<file path="src/rtl/rfa_pkg.sv">
package rfa_pkg;

    typedef enum logic {
        RK_CBR  = 1'b0,
        RK_SELF = 1'b1
    } rfsh_kind_e;

    typedef enum logic [1:0] {
        SP_DRAM   = 2'd0,
        SP_EXT    = 2'd1,
        SP_ONCHIP = 2'd2,
        SP_RSVD   = 2'd3
    } bus_space_e;

    typedef enum logic [1:0] {
        SQ_IDLE = 2'd0,
        SQ_LEAD = 2'd1,
        SQ_HOLD = 2'd2,
        SQ_DONE = 2'd3
    } seq_state_e;

    typedef struct packed {
        logic       valid;
        rfsh_kind_e kind;
    } pend_t;

    // Overlap table: may a refresh of kind k run beside a cycle to space s?
    function automatic logic overlap_ok(rfsh_kind_e k, bus_space_e s, logic wr);
        logic ok;
        case (s)
            SP_DRAM:   ok = 1'b0;
            SP_EXT:    ok = (k == RK_SELF) ? 1'b1 : !wr;
            SP_ONCHIP: ok = 1'b1;
            default:   ok = 1'b0;
        endcase
        return ok;
    endfunction

endpackage

</file>
<file path="src/rtl/rfa_pending.sv">
module rfa_pending
    import rfa_pkg::*;
(
    input  logic       clk,
    input  logic       rst,
    input  logic       req,
    input  rfsh_kind_e req_kind,
    input  logic       take,
    output logic       have,
    output rfsh_kind_e kind
);
    pend_t pend_q, pend_d;

    assign have = pend_q.valid | req;
    assign kind = pend_q.valid ? pend_q.kind : req_kind;

    always_comb begin
        pend_d = pend_q;
        if (take) begin
            // a fresh request arriving while the held one launches is kept
            pend_d.valid = pend_q.valid & req;
            pend_d.kind  = req_kind;
        end else if (!pend_q.valid && req) begin
            pend_d.valid = 1'b1;
            pend_d.kind  = req_kind;
        end
    end

    always_ff @(posedge clk) begin
        if (rst) begin
            pend_q <= '{valid: 1'b0, kind: RK_CBR};
        end else begin
            pend_q <= pend_d;
        end
    end

endmodule

</file>
<file path="src/rtl/rfa_contention.sv">
module rfa_contention
    import rfa_pkg::*;
(
    input  logic       bus_busy,
    input  bus_space_e bus_space,
    input  logic       bus_wr,
    input  rfsh_kind_e kind,
    output logic       may_go
);
    assign may_go = !bus_busy || overlap_ok(kind, bus_space, bus_wr);
endmodule

</file>
<file path="src/rtl/rfa_sequencer.sv">
module rfa_sequencer
    import rfa_pkg::*;
#(
    parameter int HOLD_CYCLES = 3
) (
    input  logic       clk,
    input  logic       rst,
    input  logic       start,
    input  rfsh_kind_e kind,
    output logic       idle,
    output logic       ras,
    output logic       cas,
    output logic       done
);
    localparam int CW = (HOLD_CYCLES > 1) ? $clog2(HOLD_CYCLES) : 1;
    localparam logic [CW-1:0] HOLD_LAST = CW'(HOLD_CYCLES - 1);

    seq_state_e      st_q, st_d;
    logic [CW-1:0]   cnt_q, cnt_d;

    always_comb begin
        st_d  = st_q;
        cnt_d = cnt_q;
        case (st_q)
            SQ_IDLE: begin
                if (start) begin
                    if (kind == RK_CBR) begin
                        st_d = SQ_LEAD;
                    end else begin
                        st_d  = SQ_HOLD;
                        cnt_d = HOLD_LAST;
                    end
                end
            end
            SQ_LEAD: begin
                st_d  = SQ_HOLD;
                cnt_d = HOLD_LAST;
            end
            SQ_HOLD: begin
                if (cnt_q == '0) begin
                    st_d = SQ_DONE;
                end else begin
                    cnt_d = cnt_q - 1'b1;
                end
            end
            default: st_d = SQ_IDLE;
        endcase
    end

    always_ff @(posedge clk) begin
        if (rst) begin
            st_q  <= SQ_IDLE;
            cnt_q <= '0;
        end else begin
            st_q  <= st_d;
            cnt_q <= cnt_d;
        end
    end

    assign idle = (st_q == SQ_IDLE);
    assign cas  = (st_q == SQ_LEAD) || (st_q == SQ_HOLD);
    assign ras  = (st_q == SQ_HOLD);
    assign done = (st_q == SQ_DONE);

endmodule

</file>
<file path="src/rtl/refresh_overlap_arbiter.sv">
module refresh_overlap_arbiter
    import rfa_pkg::*;
#(
    parameter int HOLD_CYCLES = 3
) (
    input  logic       clk,
    input  logic       rst,
    input  logic       rfsh_req,
    input  logic       rfsh_kind,
    input  logic       bus_busy,
    input  logic [1:0] bus_space,
    input  logic       bus_wr,
    output logic       ras_o,
    output logic       cas_o,
    output logic       done_o
);
    logic       have;
    rfsh_kind_e pend_kind;
    logic       may_go;
    logic       seq_idle;
    logic       launch;

    rfa_pending u_pending (
        .clk      (clk),
        .rst      (rst),
        .req      (rfsh_req),
        .req_kind (rfsh_kind_e'(rfsh_kind)),
        .take     (launch),
        .have     (have),
        .kind     (pend_kind)
    );

    rfa_contention u_contention (
        .bus_busy  (bus_busy),
        .bus_space (bus_space_e'(bus_space)),
        .bus_wr    (bus_wr),
        .kind      (pend_kind),
        .may_go    (may_go)
    );

    assign launch = seq_idle && have && may_go;

    rfa_sequencer #(.HOLD_CYCLES(HOLD_CYCLES)) u_sequencer (
        .clk   (clk),
        .rst   (rst),
        .start (launch),
        .kind  (pend_kind),
        .idle  (seq_idle),
        .ras   (ras_o),
        .cas   (cas_o),
        .done  (done_o)
    );

endmodule

</file>
<file path="config.mk">
export PLATFORM = sky130hd
export DESIGN_NAME = refresh_overlap_arbiter
export DESIGN_NICKNAME = d
export VERILOG_FILES = /design/src/rtl/rfa_pkg.sv /design/src/rtl/rfa_pending.sv /design/src/rtl/rfa_contention.sv /design/src/rtl/rfa_sequencer.sv /design/src/rtl/refresh_overlap_arbiter.sv
export SDC_FILE = /design/constraint.sdc
export NUM_CORES = 1
export LEC_CHECK = 0
export BUFFER_PORTS_ARGS = -buffer_cell sky130_fd_sc_hd__buf_2
export CELL_PAD_IN_SITES_DETAIL_PLACEMENT = 1
export CELL_PAD_IN_SITES_GLOBAL_PLACEMENT = 2
export CORE_MARGIN = 8
export CORE_UTILIZATION = 29
export DETAILED_ROUTE_END_ITERATION = 8
export PLACE_DENSITY = 0.81
export SYNTH_ARGS = -nofsm -noshare
export SYNTH_HDL_FRONTEND = slang
export SYNTH_SLANG_ARGS = --single-unit
</file>
<file path="constraint.sdc">
create_clock -name clk -period 2.3 [get_ports clk]
set_input_delay 0.345 -clock clk [delete_from_list [all_inputs] [get_ports clk]]
set_output_delay 0.345 -clock clk [all_outputs]
set_load 0.01 [all_outputs]
</file>
==> impl_metrics.csv <==
group,metric,value,unit
sta,hold_ws,0.354,ns
routing,drt_wl_total,1010,microns
synthesis,post_synth.cell_area_avg,8.99,sq um
synthesis,netlist.area_leader.share,0.243,
worst_setup_path,worstReg2RegStart,"u_sequencer.st_q[0]$_SDFFE_PP0P_",
sta,finalCriticalPeriod,1.73,ns
finish,final_cells,85,
place,dpl.cell_count,82,
power,p_sw_frac,0.388,
run_status,status,"finished clean",
power,leakage,0.000291,uW
synthesis,synth-seq-cells,6,
worst_setup_path,start_kind,"primary input",
finish,fill_cells,207,
sta,setup_violations,0,
global_routing,antenna_found_initial,0,
worst_setup_path,slowest_stage,"a211o_1",
clock_tree,cts_setup_buffers,0,
routing,num_vias,424,
floorplan,die_h,57.3,microns
worst_hold_path,worstHoldPathType,"primary input to flip-flop",
routing,firstDrtPassIters,4,
worst_setup_path,critPathCaptureType,"flip-flop",
worst_setup_path,timing.rr.end,"u_pending.pend_q[0]$_SDFFE_PP0P_",
floorplan,ios,11,
sta,slew_headroom,0.730,
synthesis,syn_inst,55,
clock_tree,path_clk_slew,0.04,ns
worst_setup_path,arrival,1.86,ns
synthesis,synthTopCellsByArea,"dfxtp_1 (24%), ha_1 (18%), mux2i_1 (10%)",
routing,drcViolationCount,0,
worst_hold_path,min_path_cells,2,
worst_setup_path,timing.setup.critical_path_class,"primary input to flip-flop",
synthesis,ys.flop_type,"dfxtp_1",
synthesis,ys_seq_area_frac,0.243,
synthesis,synthArstFlopShare,0,
synthesis,yosysMostFrequentCell,"inv_1",
global_routing,grt_overflow,0,
finish,drive_gt1_frac,0.235,
global_routing,grt_pass1_wl,1810,microns
worst_setup_path,reg2reg_slack,0.66,ns
power,ir_drop,0.374,mV
clock_tree,htreeDepth,1,
worst_setup_path,rr_worst_depth,6,
routing,via_per_inst,4.99,
job,maxCapViolations,0,
finish,syn_to_final_growth,19.0,%
place,io_buffers,10,
floorplan,die_w,57.3,microns
finish,n_antenna_cell,0,
sta,hold_viol,0,
clock_tree,cts_sinks,6,
power,powerDensity,949,nW/um^2
synthesis,synth_cell_types,24,
synthesis,syn-num-nets,70,
synthesis,yosys_warnings,0,
worst_setup_path,critPathMaxFanout,3,
global_routing,grt.total_usage,0.0708,
power,sequentialPowerShare,0.285,
routing,drt_iter0_drc,2,
power,p_comb_frac,0.543,
clock_tree,clockBufferDepth,2,
worst_hold_path,min_from,"rst",
clock_tree,cts_resized,0,
sta,drv_slew,0,
global_routing,grt_pass1_vias,455,
routing,drtAntennaViolNets,0,
place,dp_hpwl,906,microns
floorplan,start_util,0.296,
place,gp_congestion,0.657,
worst_setup_path,path_cells,"buf_2 > inv_1 > ha_1 > o21bai_1 > a211o_1 > a221oi_4 > mux2_4",
clock_tree,cts_tree,"done",
power,power_switching,217,uW
synthesis,synth-edff-count,0,
floorplan,dieArea,3280,sq um
worst_setup_path,cp.required,2.43,ns
clock_tree,insertion_delay,0.24,ns
sta,fin_skew,0.00219,ns
clock_tree,cts_buffers,3,
clock_tree,hold_buffers,0,
finish,nets,85,
sta,tns,0,ns
worst_setup_path,max_stage_delay,0.34,ns
power,p_int,341,uW
routing,wl_per_cell,11.9,microns
sta,rsz0062_at_grt,"no",
floorplan,rows,15,
synthesis,syn-cell-area,494,sq um
global_routing,grt_max_degree,7,
sta,max_freq,577,MHz
power,clockPowerShare,0.172,
finish,register_area,120,sq um
synthesis,synth_common_cells,"inv_1 (10), ha_1 (7), dfxtp_1 (6)",
clock_tree,cts_root_buffer,"clkbuf_4",
synthesis,yosysTopAreaCell,"dfxtp_1",
worst_hold_path,holdPathEnd,"u_pending.pend_q[1]$_SDFFE_PP0P_",
floorplan,core,1670,sq um
sta,finalCritPeriodShare,0.753,
sta,tightestPinTransition,0.405,ns
finish,multi_input_area,337,sq um
-- sequential cells by signal, indices dropped and copies added, names as in the netlist --
| name | flops |
|---|---|
| u_sequencer.cnt_q | 2 |
| u_pending.pend_q | 2 |
| u_sequencer.st_q | 2 |
-- power groups by stage --
stage	combinational, uW	sequential (uW)	clock, uW
final	303	159	96.2
after global routing	342	165	105
after CTS	309	159	103
after detailed placement	308	162	0
after global placement	303	160	0
after floorplan	248	154	0
-- routing by layer --
layer	wire length, microns	track usage	share of wire
met2	491	0.118	0.48
met4	0	0.0107	0
met3	67	0.0516	0.066
met5	0	0	0
met1	455	0.0713	0.45
-- area by class of cell --
class	instances	share of cell area
multi-input combinational	39	0.572
sequential	6	0.204
timing repair buffer	10	0.0851
inverter	10	0.0638
clock buffer	3	0.0383
tap	17	0.0362
-- logic make-up after synthesis --
| group | after synthesis | synth area share |
|---|---|---|
| compound gates | 12 | 0.210 |
| simple gates | 12 | 0.119 |
| buf+inv | 10 | 0.0760 |
| fa+ha+maj | 8 | 0.197 |
| mux | 7 | 0.154 |
| flops | 6 | 0.243 |
-- critical path, delay by kind of cell --
| family | cells | cell delay (ns) |
|---|---|---|
| mux | 1 | 0.32 |
| fa+ha+maj | 1 | 0.27 |
| buf+inv | 2 | 0.13 |
| compound gates | 3 | 0.80 |
-- how the worst max path moves through the flow --
stage | slack (ns) | endpoint | start
5_1_grt | 0.49 | u_sequencer.cnt_q[1]$_SDFFE_PP0P_ | bus_space[0]
2_1_floorplan | 0.47 | u_sequencer.cnt_q[1]$_SDFFE_PP0P_ | bus_space[0]
3_3_place_gp | 0.32 | u_sequencer.cnt_q[1]$_SDFFE_PP0P_ | bus_space[0]
3_5_place_dp | 0.30 | u_sequencer.cnt_q[1]$_SDFFE_PP0P_ | bus_space[0]
4_1_cts | 0.57 | u_sequencer.cnt_q[1]$_SDFFE_PP0P_ | bus_space[0]
6_report | 0.57 | u_sequencer.cnt_q[1]$_SDFFE_PP0P_ | bus_space[0]
-- placed cells by master (no fill, tap or decap), types with 3 or more instances in the layout --
| master | count |
|---|---|
| a21oi_1 | 3 |
| buf_2 | 10 |
| clkbuf_4 | 3 |
| dfxtp_1 | 6 |
| ha_1 | 7 |
| inv_1 | 10 |
| mux2i_1 | 5 |
| nand2_1 | 4 |
| nor2_1 | 3 |
-- through the flow --
stage	instance area, sq um	worst slack [ns]	power, uW	util
floorplan	494	0.471	402	-
global placement	566	0.317	462	0.339
detailed placement	566	0.305	470	0.339
CTS	588	0.572	571	0.352
global route	588	0.492	612	0.352
finish	588	0.567	558	0.352
No activity file was read; power rests on OpenSTA's default activity.
